$ cat config.mk
export PLATFORM = sky130hd
export DESIGN_NAME = clksynth_ctl
export DESIGN_NICKNAME = d
export VERILOG_FILES = /design/src/rtl/clksynth_ctl.sv
export SDC_FILE = /design/constraint.sdc
export NUM_CORES = 1
export LEC_CHECK = 0
export BUFFER_PORTS_ARGS = -buffer_cell sky130_fd_sc_hd__buf_4
export CAP_MARGIN = 30
export CORE_MARGIN = 3
export CORE_UTILIZATION = 58
export CTS_CLUSTER_SIZE = 16
export DETAILED_ROUTE_END_ITERATION = 7
export PLACE_DENSITY = 0.88
export SETUP_SLACK_MARGIN = 0.1
export SLEW_MARGIN = 10
export SYNTH_ARGS = -nofsm -noshare
export SYNTH_HDL_FRONTEND = slang
export SYNTH_SLANG_ARGS = --single-unit
$ cat constraint.sdc
create_clock -name vco_clk -period 5.3 [get_ports vco_clk]
set_input_delay 0.795 -clock vco_clk [delete_from_list [all_inputs] [get_ports vco_clk]]
set_output_delay 0.795 -clock vco_clk [all_outputs]
set_load 0.02 [all_outputs]
$ cat src/rtl/clksynth_ctl.sv
module clksynth_ctl #(
  parameter int PRE_LO    = 8,
  parameter int PRE_HI    = 32,
  parameter int TOL       = 4,
  parameter int LOCK_HITS = 16
)(
  input  logic        vco_clk,
  input  logic        por_n,
  input  logic        ref_clk,
  input  logic        wr_en,
  input  logic [15:0] wr_data,
  output logic [15:0] rd_data,
  output logic        fb_clk,
  output logic        sys_clk,
  output logic        locked,
  output logic        sys_rst_n
);
  localparam int PW = $clog2(PRE_HI);
  localparam int SW = $clog2(TOL + 2);
  localparam int HW = $clog2(LOCK_HITS);
  localparam logic [PW-1:0] PLO = PW'(PRE_LO - 1);
  localparam logic [PW-1:0] PHI = PW'(PRE_HI - 1);
  localparam logic [SW-1:0] TOLS = SW'(TOL);
  localparam logic [SW-1:0] SMAX = SW'(TOL + 1);
  localparam logic [HW-1:0] HLAST = HW'(LOCK_HITS - 1);

  logic          cw, cx, aw, ax;
  logic [5:0]    cy, ay, y_cnt;
  logic [PW-1:0] pre_cnt;
  logic          half, rst_done, pend;
  logic [2:0]    ref_q;
  logic [SW-1:0] since_fb, pcnt;
  logic [HW-1:0] hits;
  logic          unused_bits;

  assign unused_bits = ^wr_data[7:0];
  assign rd_data   = {cw, cx, cy, 4'b0000, locked, 3'b000};
  assign sys_clk   = ax ? vco_clk : half;
  assign sys_rst_n = rst_done;

  wire pre_end   = (pre_cnt == '0);
  wire term      = pre_end && (y_cnt == 6'd0);
  wire wy_change = wr_en && ((wr_data[15] != cw) || (wr_data[13:8] != cy));
  wire ref_edge  = ref_q[1] && !ref_q[2];
  wire near_fb   = fb_clk || (since_fb <= TOLS);
  wire ev_hit    = (ref_edge && near_fb) || (pend && fb_clk);
  wire ev_miss   = pend && !fb_clk && (pcnt == TOLS);

  always_ff @(posedge vco_clk or negedge por_n) begin
    if (!por_n) begin
      cw <= 1'b0; cx <= 1'b0; cy <= 6'h3F;
    end else if (wr_en) begin
      cw <= wr_data[15]; cx <= wr_data[14]; cy <= wr_data[13:8];
    end
  end

  always_ff @(posedge vco_clk or negedge por_n) begin
    if (!por_n) begin
      aw <= 1'b0; ax <= 1'b0; ay <= 6'h3F;
      pre_cnt <= PLO; y_cnt <= 6'h3F;
      fb_clk <= 1'b0; half <= 1'b0;
    end else begin
      fb_clk <= term;
      half   <= ~half;
      if (term) begin
        aw <= cw; ax <= cx; ay <= cy;
        pre_cnt <= cw ? PHI : PLO;
        y_cnt   <= cy;
      end else if (pre_end) begin
        pre_cnt <= aw ? PHI : PLO;
        y_cnt   <= y_cnt - 6'd1;
      end else begin
        pre_cnt <= pre_cnt - 1'b1;
      end
    end
  end

  always_ff @(posedge vco_clk or negedge por_n) begin
    if (!por_n) begin
      ref_q <= '0; since_fb <= SMAX;
    end else begin
      ref_q <= {ref_q[1:0], ref_clk};
      if (fb_clk)                since_fb <= '0;
      else if (since_fb != SMAX) since_fb <= since_fb + 1'b1;
    end
  end

  always_ff @(posedge vco_clk or negedge por_n) begin
    if (!por_n) begin
      locked <= 1'b0; hits <= '0; pend <= 1'b0; pcnt <= '0; rst_done <= 1'b0;
    end else begin
      rst_done <= rst_done | locked;
      if (wy_change) begin
        locked <= 1'b0; hits <= '0; pend <= 1'b0; pcnt <= '0;
      end else if (ev_hit) begin
        pend <= 1'b0;
        if (hits == HLAST) locked <= 1'b1;
        else               hits   <= hits + 1'b1;
      end else if (ev_miss) begin
        pend <= 1'b0; hits <= '0; locked <= 1'b0;
      end else if (ref_edge) begin
        pend <= 1'b1; pcnt <= '0;
      end else if (pend) begin
        pcnt <= pcnt + 1'b1;
      end
    end
  end
endmodule


==> results by group, run 1 <==
Status
  • Status: finished clean

STA
  • Final setup vio count: 0
  • Setup TNS: 0 ns
  • Worst Tran Pin Value: 0.8172 ns
  • Unrepaired setup endpoints after global routing: no
  • Relative slew slack: 45.38%
  • Fin. Hold Viols: 0
  • Max-slew violation count: 0
  • Clock skew: 0.004616 ns

Critical path
  • Worst-path fanout max: 2
  • CP delay by family, top: buffers and inverters
  • CP Capture Type: output port
  • Slowest stage cell, crit path: buf_4
  • Worst-path cell chain: clkbuf_4 > clkbuf_4 > nand2_1 > o21ai_0 > buf_4
  • Crit Reg-Reg Startpoint: pre_cnt[0]$_DFF_PN1_
  • CP max stage delay: 0.16 ns
  • Sum of buffers and inverters on the critical path: 3
  • Crit-path most repeated cell: clkbuf_4
  • WP data required: 4.51 ns
  • R2R Setup Slk: 3.02 ns
  • Worst r2r path cells: 7
  • Critical Path Source Type: clock port
  • Capturing point of the worst reg2reg path: y_cnt[3]$_DFFE_PN1P_
  • Worst path arrival time: 3.19 ns
  • Crit path kind: clock port to output port

Finish
  • Layout cell share with drive strength beyond 1: 30.18%
  • Antenna cells: 0
  • Commonest cells after routing, fill and taps aside: nand2_1, buf_4, dfrtp_1, dfstp_2, nor2_1
  • Final instance area: 2232 sq um
  • Area delta synth->final: 11.85%
  • Final Non-Filler Cells: 266
  • Nets: 249
  • Most common cell after layout, fill and taps aside: nand2_1

Clock tree
  • Clk pin slew, worst setup/hold paths: 0.11 ns
  • Gates resized, CTS repair: 0
  • Post-CTS Setup Bufs: 0
  • Hold Buf Count CTS: 0
  • Worst-Skew Late Latency: 0.46 ns
  • TritonCTS clock tree: yes

GRT
  • Vias in the first global route: 1494
  • Total Routing Usage GR: 20.55%
  • Met2 Track Usage GR: 32.22%
  • First-pass GRT wire length: 6.492 mm
  • Met3 Usage GRT: 6.932%
  • Largest net degree at the start of global routing: 40
  • Grt peak-use layer: met2
  • Global route total overflow: 0
  • Grt met1 use: 25.09%
  • Antenna violations before repair: 0

Flow run
  • Max-cap violations: 0

Synth
  • Post-synth ARST share: 100.0%
  • Post-synthesis xor/xnor area fraction: 4.389%
  • Synth Area in Adders: 5.016%
  • Register area share after synthesis: 49.97%
  • Main combinational cell family by area after synthesis: simple AND/OR/NAND/NOR gates
  • Distinct cells, synth: 47
  • Compound-Gate Fraction of Synth Area: 10.09%
  • Post-Synthesis Cell Area: 1996 sq um
  • Multiplexer share of the synthesized area: 5.078%
  • YS warnings: 0
  • Most used flip-flop cell after synthesis: dfrtp_1
  • Number of synthesized flops with an enable pin: 0
  • Avg Inst Size Synth: 10.23 sq um
  • Simple-Gate Fraction of Synth Area: 18.06%
  • #FFs+latches synth: 39
  • Post-Syn Instances: 195

Power and ir drop
  • Leak pwr: 1.023 nW
  • Power Density: 386.7 nW/um^2
  • Max VDD drop: 386.3 uV

Min path
  • Worst hold path type: primary input to async pin

Die
  • Core area: 3178 sq um
  • Chip Width: 64.66 microns
  • Num ports: 40
  • Die Height: 64.66 microns
  • Initial Util: 62.80%
  • Die Footprint: 4181 sq um
  • Core Rows: 20

Placed design
  • IO buf count: 24
  • Placed Cells: 254
  • HPWL after detailed placement: 2.560 mm
  • Post-DP Area: 2151 sq um
  • Routability cong.: 0.8031

Route
  • Routed WL per cell: 14.27 microns
  • DR DRC count: 0
  • Post-DRT Antenna Nets: 0
  • First drt pass iteration count: 4
  • Via density: 5.523
  • Routed wire length: 3.796 mm
  • DRT iter0 DRCs: 45
  • Via count: 1469
==> where the power goes <==
| part | leakage [nW] | total [mW] | switching [mW] | internal, mW |
|---|---|---|---|---|
| Clock | 0.0487 | 0.196 | 0.114 | 0.0815 |
| Combinational | 0.517 | 0.224 | 0.124 | 0.100 |
| Sequential | 0.457 | 0.443 | 0.0596 | 0.383 |
==> how the worst max path moves through the flow <==
stage	startpoint	to	slack [ns]	cells after the start
after floorplan	vco_clk	sys_clk	1.60	2
after global placement	vco_clk	sys_clk	1.61	3
after detailed placement	vco_clk	sys_clk	1.61	3
after CTS	vco_clk	sys_clk	1.30	5
after global routing	vco_clk	sys_clk	1.29	5
final	vco_clk	sys_clk	1.31	5
==> layout make-up <==
type / instances / area [sq um]
Inverter: 11 / 41.29
Fill cell: 237 / 945.9
Clock inverter: 2 / 12.51
Multi-Input combinational cell: 136 / 877.1
Clock buffer: 10 / 71.32
Tap cell: 44 / 55.05
Sequential cell: 39 / 997.2
Timing Repair Buffer: 24 / 177.7
==> flip-flops by register name (all words and copies together), names as in the netlist <==
| signal | flops |
|---|---|
| hits | 4 |
| ref_q | 3 |
| locked | 1 |
| pre_cnt | 5 |
| pcnt | 3 |
| pend | 1 |
| half | 1 |
| sys_rst_n | 1 |
| aw | 1 |
| y_cnt | 6 |
| cy | 6 |
| ax | 1 |
| fb_clk | 1 |
| cx | 1 |
| cw | 1 |
| since_fb | 3 |
==> cell families (layout without fill, tap and decap cells) <==
logic type               after synthesis  count (layout)
flip-flops                            39              39
AND/OR/NAND/NOR                       71              71
AO/OA/AOI/OAI                         31              31
other                                  1               7
adder cells (fa/ha/maj)                8               8
multiplexers                           9               9
buffers and inverters                 26              47
XOR/XNOR                              10              10
==> layer usage <==
metal | wire, microns | share of wire [%]
met1 | 1693 | 45
met3 | 215 | 5.7
met2 | 1800 | 47
met5 | 0 | 0
met4 | 87 | 2.3
==> cells in the mapped netlist, types with 3 or more instances <==
library cell	n	area [sq um]
nand2_1	27	101.4
dfrtp_1	22	550.5
dfstp_2	17	446.7
nor2_1	13	48.80
buf_4	10	75.07
inv_1	10	37.54
mux2_2	9	101.4
o21ai_0	9	45.04
ha_1	8	100.1
a21oi_1	6	30.03
nand3_1	6	30.03
nor3_1	6	30.03
xnor2_1	5	43.79
xor2_1	5	43.79
clkbuf_1	3	11.26
o21ai_1	3	15.01
==> metrics by stage <==
| stage | utilization, % | total power [mW] | setup WS (ns) | hold slack [ns] |
|---|---|---|---|---|
| 5_1_grt | 70.24 | 0.9287 | 1.289 | 0.2778 |
| 3_5_place_dp | 67.68 | 0.6792 | 1.607 | 0.3418 |
| 6_report | 70.24 | 0.8631 | 1.312 | 0.2731 |
| 3_3_place_gp | 67.68 | 0.6620 | 1.607 | 0.3333 |
| 4_1_cts | 70.08 | 0.8657 | 1.299 | 0.2847 |
| 2_1_floorplan | - | 0.6093 | 1.598 | 0.3312 |
Power figures use the tool's default switching activity.
==> run 2: changes to the inputs <==
--- a/config.mk
+++ b/config.mk
@@ -8,10 +8,10 @@
 export BUFFER_PORTS_ARGS = -buffer_cell sky130_fd_sc_hd__buf_4
 export CAP_MARGIN = 30
 export CORE_MARGIN = 3
-export CORE_UTILIZATION = 58
+export CORE_UTILIZATION = 54
 export CTS_CLUSTER_SIZE = 16
 export DETAILED_ROUTE_END_ITERATION = 7
-export PLACE_DENSITY = 0.88
+export PLACE_DENSITY = 0.83
 export SETUP_SLACK_MARGIN = 0.1
 export SLEW_MARGIN = 10
 export SYNTH_ARGS = -nofsm -noshare
==> constraint.sdc (replaced) <==
create_clock -name vco_clk -period 3.8 [get_ports vco_clk]
set_input_delay 0.57 -clock vco_clk [delete_from_list [all_inputs] [get_ports vco_clk]]
set_output_delay 0.57 -clock vco_clk [all_outputs]
set_load 0.02 [all_outputs]
==> results by group, run 2 (synthesis results as in run 1) <==
Die
  • Initial Util: 57.98% (-4.8 points)
  • Num ports: 40 (unchanged)
  • Die Height: 66.79 microns (+3.3%)
  • Die Footprint: 4461 sq um (+6.7%)
  • Chip Width: 66.79 microns (+3.3%)
  • Core area: 3442 sq um (+8.3%)
  • Core Rows: 21 (+5.0%)

Power and ir drop
  • Max VDD drop: 374.4 uV (-3.1%)
  • Leak pwr: 1.051 nW (+2.7%)
  • Power Density: 569.5 nW/um^2 (+47%)

Route
  • Via count: 1441 (-1.9%)
  • DR DRC count: 0 (unchanged)
  • Routed wire length: 3.440 mm (-9.4%)
  • Post-DRT Antenna Nets: 0 (unchanged)
  • Routed WL per cell: 12.84 microns (-10%)
  • Via density: 5.377 (-2.6%)
  • First drt pass iteration count: 4 (unchanged)
  • DRT iter0 DRCs: 88 (+96%)

Finish
  • Antenna cells: 0 (unchanged)
  • Post-route core utilization: 66.56% (-3.7 points)
  • Most common cell after layout, fill and taps aside: nand2_1
  • Commonest cells after routing, fill and taps aside: nand2_1, buf_4, dfrtp_1, dfstp_2, nor2_1
  • Area delta synth->final: 14.80%
  • Fillers: 284 (+20%)
  • Layout cell share with drive strength beyond 1: 30.18% (unchanged)
  • Largest regs: cy: 6 flops, y_cnt: 6 flops, pre_cnt: 5 flops
  • Nets: 249 (unchanged)

GRT
  • First-pass GRT wire length: 5.823 mm (-10%)
  • Antenna violations before repair: 0 (unchanged)
  • Total Routing Usage GR: 18.09% (-2.5 points)
  • Largest net degree at the start of global routing: 40 (unchanged)
  • Global route total overflow: 0 (unchanged)
  • Vias in the first global route: 1383 (-7.4%)

Placed design
  • IO buf count: 24 (unchanged)
  • Routability cong.: 0.7884 (-1.8%)
  • HPWL after detailed placement: 2.419 mm (-5.5%)

Critical path
  • Capturing point of the worst reg2reg path: y_cnt[3]$_DFFE_PN1P_
  • Worst r2r path cells: 7 (unchanged)
  • CP Capture Type: output port
  • Crit path kind: clock port to output port
  • Worst path arrival time: 2.41 ns (-0.78 ns)
  • Crit Reg-Reg Startpoint: pre_cnt[0]$_DFF_PN1_
  • R2R Setup Slk: 1.51 ns (-1.51 ns)
  • Worst-path fanout max: 2 (unchanged)
  • Critical Path Source Type: clock port
  • WP data required: 3.23 ns (-1.28 ns)

STA
  • Max-slew violation count: 0 (unchanged)
  • Fin. Hold Viols: 0 (unchanged)
  • Unrepaired setup endpoints after global routing: no
  • Setup TNS: 0 ns (unchanged)
  • Relative slew slack: 47.82% (+2.4 points)
  • Clock skew: 0.01300 ns (+0.008385 ns)
  • Final setup vio count: 0 (unchanged)
  • Worst Tran Pin Value: 0.7807 ns (-0.03650 ns)

Clock tree
  • Hold Buf Count CTS: 0 (unchanged)
  • Clk pin slew, worst setup/hold paths: 0.08 ns (-0.03 ns)
  • TritonCTS clock tree: yes
  • Post-CTS Setup Bufs: 0 (unchanged)
  • Worst-Skew Late Latency: 0.40 ns (-0.06 ns)
  • Gates resized, CTS repair: 0 (unchanged)

Status
  • Status: finished clean

Flow run
  • Max-cap violations: 0 (unchanged)

Min path
  • Worst hold path type: primary input to async pin
## run 2: cell count changes in the layout (fill, tap and decap cells not counted)
cell / before / now
clkinvlp_4: 1 / 0
clkbuf_4: 8 / 0
clkbuf_8: 0 / 9
## run 2: routing by layer
layer	vias to the layer above	share of wire, %	GRT usage (%)	wire length [microns]
met2	46	44	26.73	1509
met1	684	47	22.32	1616
met5	-	0	0	0
met3	9	6.5	6.239	224
li1	702	-	-	-
met4	0	2.6	11.68	89
## run 2: through the flow
stage	power (mW)	hold WS, ns	instances	setup slack (ns)	instance area (sq um)
3_3_place_gp	0.9235	0.3321	256	1.082	2153
3_5_place_dp	0.9391	0.3420	256	1.082	2153
6_report	1.305	0.1166	268	0.8232	2291
5_1_grt	1.385	0.1420	268	0.7398	2291
2_1_floorplan	0.8498	0.2744	201	1.073	2018
4_1_cts	1.311	0.1328	267	0.8053	2286
## run 2: layout make-up
type	count	area (sq um)	share of cell area (%)
clock inverters	1	5.005	0.2185
multi-input cells	136	877.1	38.29
inverters	11	41.29	1.802
repair buffers	24	177.7	7.755
flip-flops and latches	39	997.2	43.53
well taps	46	57.56	2.512
clock buffers	11	135.1	5.898
## run 2: worst max-delay path by stage
stage	start	to	slack, ns	cells after the start
3_5_place_dp	vco_clk	sys_clk	1.08	3
3_3_place_gp	vco_clk	sys_clk	1.08	3
6_report	vco_clk	sys_clk	0.82	5
4_1_cts	vco_clk	sys_clk	0.81	5
5_1_grt	vco_clk	sys_clk	0.74	5
2_1_floorplan	vco_clk	sys_clk	1.07	2
## run 2: critical path, cell delays in order
cell and delay (ns):
clkbuf_8 0.11, clkbuf_8 0.11, nand2_1 0.04, o21ai_0 0.08, buf_4 0.16
## run 2: where the power goes
| part | switching (mW) | internal, mW |
|---|---|---|
| registers | 0.0816 | 0.535 |
| clock network | 0.163 | 0.221 |
| logic | 0.165 | 0.139 |
| total | 0.410 | 0.895 |
==> run 3: changes to the inputs <==
==> constraint.sdc (replaced) <==
create_clock -name vco_clk -period 3.07 [get_ports vco_clk]
set_input_delay 0.4605 -clock vco_clk [delete_from_list [all_inputs] [get_ports vco_clk]]
set_output_delay 0.4605 -clock vco_clk [all_outputs]
set_load 0.02 [all_outputs]
==> results by group, run 3 (synthesis results as in run 1) <==
Route
  • First drt pass iteration count: 4 (unchanged)
  • Via count: 1452 (+0.76%)
  • DR DRC count: 0 (unchanged)
  • Routed WL per cell: 13.28 microns (+3.5%)
  • DRT iter0 DRCs: 139 (+58%)
  • Routed wire length: 3.547 mm (+3.1%)
  • Via density: 5.438 (+1.1%)
  • Post-DRT Antenna Nets: 0 (unchanged)

STA
  • Unrepaired setup endpoints after global routing: no
  • Fin. Hold Viols: 0 (unchanged)
  • Worst Tran Pin Value: 0.9302 ns (+0.1494 ns)
  • Final worst slack: 0.5698 ns (-0.2534 ns)
  • Final setup vio count: 0 (unchanged)
  • Setup TNS: 0 ns (unchanged)
  • Relative slew slack: 37.33% (-10 points)
  • Clock skew: 0.006068 ns (-0.006933 ns)
  • Max-slew violation count: 0 (unchanged)

Finish
  • Layout cell share with drive strength beyond 1: 29.86% (-0.32 points)
  • Final instance area: 2286 sq um (-0.22%)
  • Largest regs: cy: 6 flops, y_cnt: 6 flops, pre_cnt: 5 flops
  • Nets: 248 (-0.40%)
  • Commonest cells after routing, fill and taps aside: nand2_1, buf_4, dfrtp_1, dfstp_2, nor2_1
  • Most common cell after layout, fill and taps aside: nand2_1
  • Area delta synth->final: 14.55%
  • Antenna cells: 0 (unchanged)
  • Post-route core utilization: 66.41% (-0.15 points)

Critical path
  • Capturing point of the worst reg2reg path: y_cnt[3]$_DFFE_PN1P_
  • CP max stage delay: 0.16 ns (about the same)
  • R2R Setup Slk: 0.81 ns (-0.70 ns)
  • Worst path arrival time: 2.04 ns (-0.37 ns)
  • Worst-path cell chain: clkbuf_8 > clkbuf_8 > nand2_1 > o21ai_0 > buf_4
  • CP Capture Type: output port
  • CP delay by family, top: buffers and inverters
  • Crit Reg-Reg Startpoint: pre_cnt[0]$_DFF_PN1_
  • Slowest stage cell, crit path: buf_4
  • Worst r2r path cells: 7 (unchanged)
  • Crit path kind: clock port to output port
  • WP data required: 2.61 ns (-0.62 ns)
  • Crit-path most repeated cell: clkbuf_8
  • Sum of buffers and inverters on the critical path: 3 (unchanged)
  • Worst-path fanout max: 2 (unchanged)
  • Critical Path Source Type: clock port

Clock tree
  • Post-CTS Setup Bufs: 0 (unchanged)
  • Hold Buf Count CTS: 0 (unchanged)
  • Gates resized, CTS repair: 0 (unchanged)
  • Clk pin slew, worst setup/hold paths: 0.08 ns (about the same)
  • Worst-Skew Late Latency: 0.40 ns (about the same)
  • TritonCTS clock tree: yes

Flow run
  • Max-cap violations: 0 (unchanged)

GRT
  • Largest net degree at the start of global routing: 40 (unchanged)
  • Vias in the first global route: 1355 (-2.0%)
  • Total Routing Usage GR: 18.46% (+0.37 points)
  • Global route total overflow: 0 (unchanged)
  • First-pass GRT wire length: 5.940 mm (+2.0%)
  • Antenna violations before repair: 0 (unchanged)

Die
  • Chip Width: 66.79 microns (unchanged)
  • Die Height: 66.79 microns (unchanged)
  • Initial Util: 57.98% (unchanged)
  • Core area: 3442 sq um (unchanged)
  • Num ports: 40 (unchanged)
  • Die Footprint: 4461 sq um (unchanged)
  • Core Rows: 21 (unchanged)

Placed design
  • Place WS: 0.8264 ns (-0.2553 ns)
  • HPWL after detailed placement: 2.552 mm (+5.5%)
  • Post-DP Area: 2153 sq um (unchanged)
  • Routability cong.: 0.7900 (+0.20%)
  • IO buf count: 24 (unchanged)

Power and ir drop
  • Leak pwr: 1.045 nW (-0.49%)
  • Power Density: 706.1 nW/um^2 (+24%)
  • Max VDD drop: 452.5 uV (+21%)
  • Overall Power: 1.614 mW (+24%)

Min path
  • Worst hold path type: primary input to async pin

Status
  • Status: finished clean
-- run 3: cell types whose count changed in the layout (fill, tap and decap cells not counted), sizes merged --
| cell | delta |
|---|---|
| buf | -1 |
-- run 3: cell type report --
class	instances	area (sq um)
repair buffers	23	172.7
well taps	46	57.56
clock buffers	11	135.1
flip-flops and latches	39	997.2
clock inverters	1	5.005
fillers	285	1156
inverters	11	41.29
multi-input cells	136	877.1
-- run 3: stage by stage --
step                      std cells  hold WS (ns)
after global routing            267       0.04657
after detailed placement        256        0.3362
final                           267       0.01706
after global placement          256        0.3327
after floorplan                 201        0.1649
after CTS                       267       0.03420
-- run 3: worst max-delay path by stage --
stage / slack, ns / endpoint / start / cells past startpoint
3_3_place_gp: 0.83 / sys_clk / vco_clk / 3
2_1_floorplan: 0.82 / sys_clk / vco_clk / 2
5_1_grt: 0.53 / sys_clk / vco_clk / 5
4_1_cts: 0.56 / sys_clk / vco_clk / 5
6_report: 0.57 / sys_clk / vco_clk / 5
3_5_place_dp: 0.83 / sys_clk / vco_clk / 3
-- run 3: per-layer routing --
| layer | vias up | track usage [%] | wire [microns] |
|---|---|---|---|
| met2 | 39 | 26.86 | 1629 |
| li1 | 704 | - | - |
| met1 | 696 | 23.08 | 1615 |
| met4 | 0 | 12.94 | 106 |
| met5 | - | 0 | 0 |
| met3 | 13 | 5.734 | 196 |
-- run 3: power breakdown --
| part | internal [mW] | leakage [nW] | switching, mW |
|---|---|---|---|
| Sequential | 0.662 | 0.457 | 0.0984 |
| Clock | 0.273 | 0.0764 | 0.204 |
| Combinational | 0.170 | 0.512 | 0.207 |
